$ cat src/rtl/lutram_pkg.sv
package lutram_pkg;

  // Which control wins at the output stages when both are asserted.
  typedef enum logic {
    PRIO_CE_GATES  = 1'b0,  // clear acts only with the enable high
    PRIO_SRST_WINS = 1'b1   // clear acts regardless of the enable
  } srst_prio_e;

  function automatic logic clear_hits(srst_prio_e prio, logic srst, logic ce);
    return (prio == PRIO_SRST_WINS) ? srst : (srst & ce);
  endfunction

endpackage

$ cat src/rtl/lutram_in_stage.sv
module lutram_in_stage #(
  parameter int AW       = 6,
  parameter int DW       = 16,
  parameter bit IN_REG   = 1'b0,
  parameter bit WE_GATED = 1'b0
) (
  input  logic          clk,
  input  logic          in_ce,
  input  logic [AW-1:0] addr_i,
  input  logic [DW-1:0] data_i,
  input  logic          we_i,
  output logic [AW-1:0] addr_o,
  output logic [DW-1:0] data_o,
  output logic          we_o
);

  generate
    if (IN_REG) begin : g_reg
      logic [AW-1:0] addr_r = '0;
      logic [DW-1:0] data_r = '0;
      logic          we_r   = 1'b0;
      logic          we_load;

      assign we_load = WE_GATED ? in_ce : 1'b1;

      always_ff @(posedge clk) begin
        if (in_ce) begin
          addr_r <= addr_i;
          data_r <= data_i;
        end
        if (we_load) begin
          we_r <= we_i;
        end
      end

      assign addr_o = addr_r;
      assign data_o = data_r;
      assign we_o   = we_r;
    end else begin : g_bare
      logic unused_in;
      assign unused_in = ^{clk, in_ce};
      assign addr_o = addr_i;
      assign data_o = data_i;
      assign we_o   = we_i;
    end
  endgenerate

endmodule

$ cat src/rtl/lutram_array.sv
module lutram_array #(
  parameter int             DEPTH     = 64,
  parameter int             AW        = 6,
  parameter int             DW        = 16,
  parameter logic [DW-1:0]  INIT_WORD = '0
) (
  input  logic          clk,
  input  logic          we,
  input  logic [AW-1:0] addr,
  input  logic [DW-1:0] wdata,
  output logic [DW-1:0] rdata
);

  localparam logic [AW:0] DEPTH_W = (AW+1)'(DEPTH);

  logic [DW-1:0] mem [DEPTH];
  logic          in_range;

  initial begin
    for (int i = 0; i < DEPTH; i++) begin
      mem[i] = INIT_WORD;
    end
  end

  assign in_range = ({1'b0, addr} < DEPTH_W);

  always_ff @(posedge clk) begin
    if (we && in_range) begin
      mem[addr] <= wdata;
    end
  end

  assign rdata = in_range ? mem[addr] : INIT_WORD;

endmodule

$ cat src/rtl/lutram_out_stage.sv
module lutram_out_stage #(
  parameter int                     DW        = 16,
  parameter bit                     PIPE_EN   = 1'b0,
  parameter lutram_pkg::srst_prio_e SRST_PRIO = lutram_pkg::PRIO_SRST_WINS
) (
  input  logic          clk,
  input  logic          arst,
  input  logic          srst,
  input  logic          ce,
  input  logic [DW-1:0] d,
  output logic [DW-1:0] q
);

  logic          clr;
  logic [DW-1:0] s1 = '0;

  assign clr = lutram_pkg::clear_hits(SRST_PRIO, srst, ce);

  always_ff @(posedge clk or posedge arst) begin
    if (arst)        s1 <= '0;
    else if (clr)    s1 <= '0;
    else if (ce)     s1 <= d;
  end

  generate
    if (PIPE_EN) begin : g_pipe
      logic [DW-1:0] s2 = '0;
      always_ff @(posedge clk or posedge arst) begin
        if (arst)      s2 <= '0;
        else if (clr)  s2 <= '0;
        else if (ce)   s2 <= s1;
      end
      assign q = s2;
    end else begin : g_single
      assign q = s1;
    end
  endgenerate

endmodule

$ cat src/rtl/lutram_sp.sv
module lutram_sp #(
  parameter int                     DEPTH     = 64,
  parameter int                     WIDTH     = 16,
  parameter bit                     IN_REG    = 1'b0,
  parameter bit                     WE_GATED  = 1'b0,
  parameter bit                     PIPE_EN   = 1'b0,
  parameter lutram_pkg::srst_prio_e SRST_PRIO = lutram_pkg::PRIO_SRST_WINS,
  parameter logic [WIDTH-1:0]       INIT_WORD = '0,
  localparam int                    AW        = $clog2(DEPTH)
) (
  input  logic             clk,
  input  logic             in_ce,
  input  logic [AW-1:0]    addr,
  input  logic [WIDTH-1:0] din,
  input  logic             wr_en,
  input  logic             oreg_ce,
  input  logic             oreg_srst,
  input  logic             oreg_arst,
  output logic [WIDTH-1:0] rd_comb,
  output logic [WIDTH-1:0] rd_q
);

  logic [AW-1:0]    eff_addr;
  logic [WIDTH-1:0] eff_data;
  logic             eff_we;

  lutram_in_stage #(
    .AW(AW), .DW(WIDTH), .IN_REG(IN_REG), .WE_GATED(WE_GATED)
  ) u_in (
    .clk(clk), .in_ce(in_ce),
    .addr_i(addr), .data_i(din), .we_i(wr_en),
    .addr_o(eff_addr), .data_o(eff_data), .we_o(eff_we)
  );

  lutram_array #(
    .DEPTH(DEPTH), .AW(AW), .DW(WIDTH), .INIT_WORD(INIT_WORD)
  ) u_arr (
    .clk(clk), .we(eff_we), .addr(eff_addr), .wdata(eff_data), .rdata(rd_comb)
  );

  lutram_out_stage #(
    .DW(WIDTH), .PIPE_EN(PIPE_EN), .SRST_PRIO(SRST_PRIO)
  ) u_out (
    .clk(clk), .arst(oreg_arst), .srst(oreg_srst), .ce(oreg_ce),
    .d(rd_comb), .q(rd_q)
  );

endmodule

$ cat config.mk
export PLATFORM = sky130hd
export DESIGN_NAME = lutram_sp
export DESIGN_NICKNAME = d
export VERILOG_FILES = /design/src/rtl/lutram_pkg.sv /design/src/rtl/lutram_in_stage.sv /design/src/rtl/lutram_array.sv /design/src/rtl/lutram_out_stage.sv /design/src/rtl/lutram_sp.sv
export SDC_FILE = /design/constraint.sdc
export NUM_CORES = 1
export LEC_CHECK = 0
export ABC_AREA = 1
export BUFFER_PORTS_ARGS = -buffer_cell sky130_fd_sc_hd__clkbuf_2
export CORE_MARGIN = 5
export CORE_UTILIZATION = 67
export DETAILED_ROUTE_END_ITERATION = 10
export PLACE_DENSITY_LB_ADDON = 0.15
export REMOVE_ABC_BUFFERS = 1
export SETUP_SLACK_MARGIN = 0.1
export SYNTH_ARGS = -nofsm -noshare
export SYNTH_HDL_FRONTEND = slang
export SYNTH_SLANG_ARGS = --single-unit
$ cat constraint.sdc
create_clock -name clk -period 2.05 [get_ports clk]
set_input_delay 0.1025 -clock clk [delete_from_list [all_inputs] [get_ports clk]]
set_output_delay 0.1025 -clock clk [all_outputs]
set_load 0.005 [all_outputs]
==> Flow_metrics.wiki <==
{| class="wikitable"
! Metric !! Value
|-
| Portion of the clock cycle consumed by the worst path in the final layout || 110%
|-
| Normalized max-slew margin || approximately two fifths
|-
| Area of combinational cells with multiple inputs || about 12000 µm²
|-
| Total Routing Usage GR || 32.6%
|-
| Count of vias placed by the detailed router || roughly 31000
|-
| Final hold vios || 0
|-
| Area of the die || around 71000 µm²
|-
| Pin count of the biggest net entering global routing || ~110
|-
| Nets@finish || 4552
|-
| Most frequent standard cell in the layout excluding fill and tap cells || nand2_1
|-
| Count of placed standard cells including taps || between 5000 and 6000
|-
| Critical path data arrival time || between 2000 and 2500 ps
|-
| Die outline height || roughly 270 µm
|-
| Port Buffers || between 50 and 60
|-
| Remaining design rule violation count || 0
|-
| Final critical-path required period || roughly 2200 ps
|-
| Grt total ovfl || 0
|-
| Cell row count || 93
|-
| Post-detailed-route count of antenna-violating nets || 0
|-
| Category of the worst setup path capture point || output pin
|-
| Antenna violations before repair || 3
|-
| Clk_lat worst skew || roughly 670 ps
|-
| Top Ports || 60
|-
| RePlAce Congestion || 0.927
|-
| Count of yosys warnings during synthesis || 0
|-
| Mean instance size in the synthesized netlist || slightly above 10 µm²
|-
| Standard cell area after detailed placement || 47200 µm²
|-
| Num CTS Buffers || 101
|-
| Post-layout worst setup margin || -199 ps
|-
| Worst-Margin Slew || between 800 and 900 ps
|-
| Routed len/inst || 21.4 µm
|-
| Largest vdd supply drop || approximately 0.00078 V
|-
| RSZ-0062 raised after global routing || yes
|-
| Leakage power || roughly 22 nW
|-
| Min-Delay Path Class || input pin to flop
|-
| Required time of the critical path || 1950 ps
|-
| CTS tree || built
|-
| Sort of element at the start of the critical path || flop
|-
| Via density per instance || about 5.7
|-
| Netlist area before placement || ~44000 µm²
|-
| Post-synthesis sequential area ratio || about 71%
|-
| Clock tree root buffer cell || clkbuf_16
|-
| Status || finished with violations
|-
| Number of standard cells in the final layout excluding fillers || ~5500
|-
| Total routed wirelength || ~120 mm
|-
| Number of max-slew violations in the final report || 0
|-
| Number of storage elements in the synthesis netlist || between 1000 and 1500
|-
| Number of synthesized flops with an enable pin || 1024
|-
| Filler cell count || 3706
|-
| DRC violation total after the first TritonRoute iteration || about 4200
|-
| Area added between synthesis and finish || 17.9%
|-
| Violations in the final reports || negative setup slack
|-
| Power Dens Cells || 886 nW/µm²
|-
| Setup slack at placement || around 3.9 ps
|-
| Max-Cap Viols || 0
|-
| Initial standard-cell utilization of the core || approximately two thirds
|-
| Top flip-flop cell by instance count after synthesis || edfxtp_1
|-
| Wire length of the first global-routing pass || about 170 mm
|-
| Detail Placement HPWL || 67.4 mm
|-
| Clk sink count || between 1000 and 1500
|-
| Share of synthesized registers carrying an async set or reset || approximately 1.5%
|-
| Worst clock skew || around 23 ps
|-
| Most frequent cells in the layout || nand2_1 (2682), edfxtp_1 (1024), nand2_2 (155)
|-
| Kind of critical path || flop to output pin
|-
| Vias in the first global route || between 20000 and 30000
|-
| H-Tree Depth || 3
|-
| Width of the die || 266 µm
|-
| Core Util, Final || between 70% and 80%
|-
| Netlist cell types || 20
|-
| Gate count after technology mapping || 4309
|-
| Area occupied by registers || about 31000 µm²
|-
| Layout cell share with drive strength beyond 1 || 15.1%
|-
| First-pass DRT Iterations || 6
|-
| Floorplan Core Area || 64600 µm²
|-
| Peak fanout along the critical path || 2
|-
| Number of endpoints failing setup at the final stage || 16
|-
| Clock transition at the registers of the reported paths || about 60 ps
|-
| Number of buffers on the longest clock path || 3
|-
| Fin area || approximately 52000 µm²
|-
| Maximum achievable frequency || around 440 MHz
|}
==> where the power goes <==
part           leakage [nW]  internal (W)  total (W)  switching (W)
clock network          1.62        0.0111     0.0187        0.00759
registers              9.43        0.0235     0.0236      0.0000605
logic                  10.9       0.00107    0.00350        0.00244
total                  21.9        0.0357     0.0457         0.0101
==> final timing paths <==
path	startpoint	end	slack, ps	depth (start not counted)
max	u_arr.mem[53][13]	rd_comb[13]	-200	12
min	din[12]	u_arr.mem[41][12]	110	1
max in group asynchronous	oreg_arst	u_out.q[12]	1320	3
max reg2reg	u_arr.mem[25][3]	u_out.q[3]	370	14
min in group asynchronous	oreg_arst	u_out.q[6]	170	3
min reg2reg	u_out.q[2]	u_out.q[2]	490	2
==> metal layers <==
| layer | share of wire, % | vias up | GRT usage [%] |
|---|---|---|---|
| met2 | 48 | 1958 | 53.6 |
| met4 | 4.0 | 6 | 12.4 |
| met5 | 0.031 | - | 0 |
| met3 | 11 | 325 | 5.66 |
| li1 | - | 14353 | - |
| met1 | 37 | 14729 | 44.7 |
==> state kept, by name (all words and copies together) (netlist names) <==
register   cells
u_arr.mem   1024
u_out.q       16
==> cell usage after synthesis, types with 2 or more instances <==
cell type     n  area, µm²
nand2_1    2880      10800
edfxtp_1   1024      30700
nor2_1      107        402
buf_2       102        510
clkbuf_1     68        255
inv_1        25       93.8
buf_4        20        150
dfrtp_1      16        400
nand3_1      13       65.1
buf_1        12       45.0
nor3_2        8       80.1
buf_6         6       67.6
inv_2         6       22.5
o21ai_0       6       30.0
o211ai_1      5       37.5
or2_2         5       31.3
nand4_1       2       12.5
nor4_1        2       12.5
==> stage by stage <==
| stage | TNS, ps | hold slack, ps | power, W |
|---|---|---|---|
| after floorplan | -2428600 | 16.2 | 0.0254 |
| after global placement | 0 | 279 | 0.0271 |
| after detailed placement | 0 | 281 | 0.0271 |
| after CTS | -1050 | 81.6 | 0.0456 |
| after global routing | -2500 | 101 | 0.0470 |
| final | -1100 | 113 | 0.0457 |
==> worst max-delay path, stage by stage, from the launching register on <==
cell      delay (ps)
edfxtp_1         380
nand2_1           90
nand2_1           50
nand2_1           80
nand2_2           70
nand2_2           80
nand2_2           90
nand2_2          100
nand2_1           90
nor2_2           140
nand2_4           70
buf_12           130
clkbuf_2         100
==> cell type report <==
cell class                      instances  area share (%)
Tap cell                              855            2.07
Sequential cell                      1040            60.3
Clock buffer                          129            5.18
Clock inverter                         55            1.24
Multi-Input combinational cell       3030            24.1
Inverter                               31           0.259
Timing Repair Buffer                  320            6.86
Antenna cell                            1         0.00485
==> logic make-up after synthesis <==
family,share of synthesized area (%)
buf+inv,2.61
flops,71.1
compound gates,0.166
simple gates,26.1
==> timing repair <==
item / CTS / global route
gates resized for setup: 218 / 86
setup buffers: 2 / 4
hold buffers: 14 / 0
pin swaps: 104 / 53
setup endpoints to repair: 16 / 16
hold endpoints to repair: 627 / 0
(Power assumes the default switching activity.)
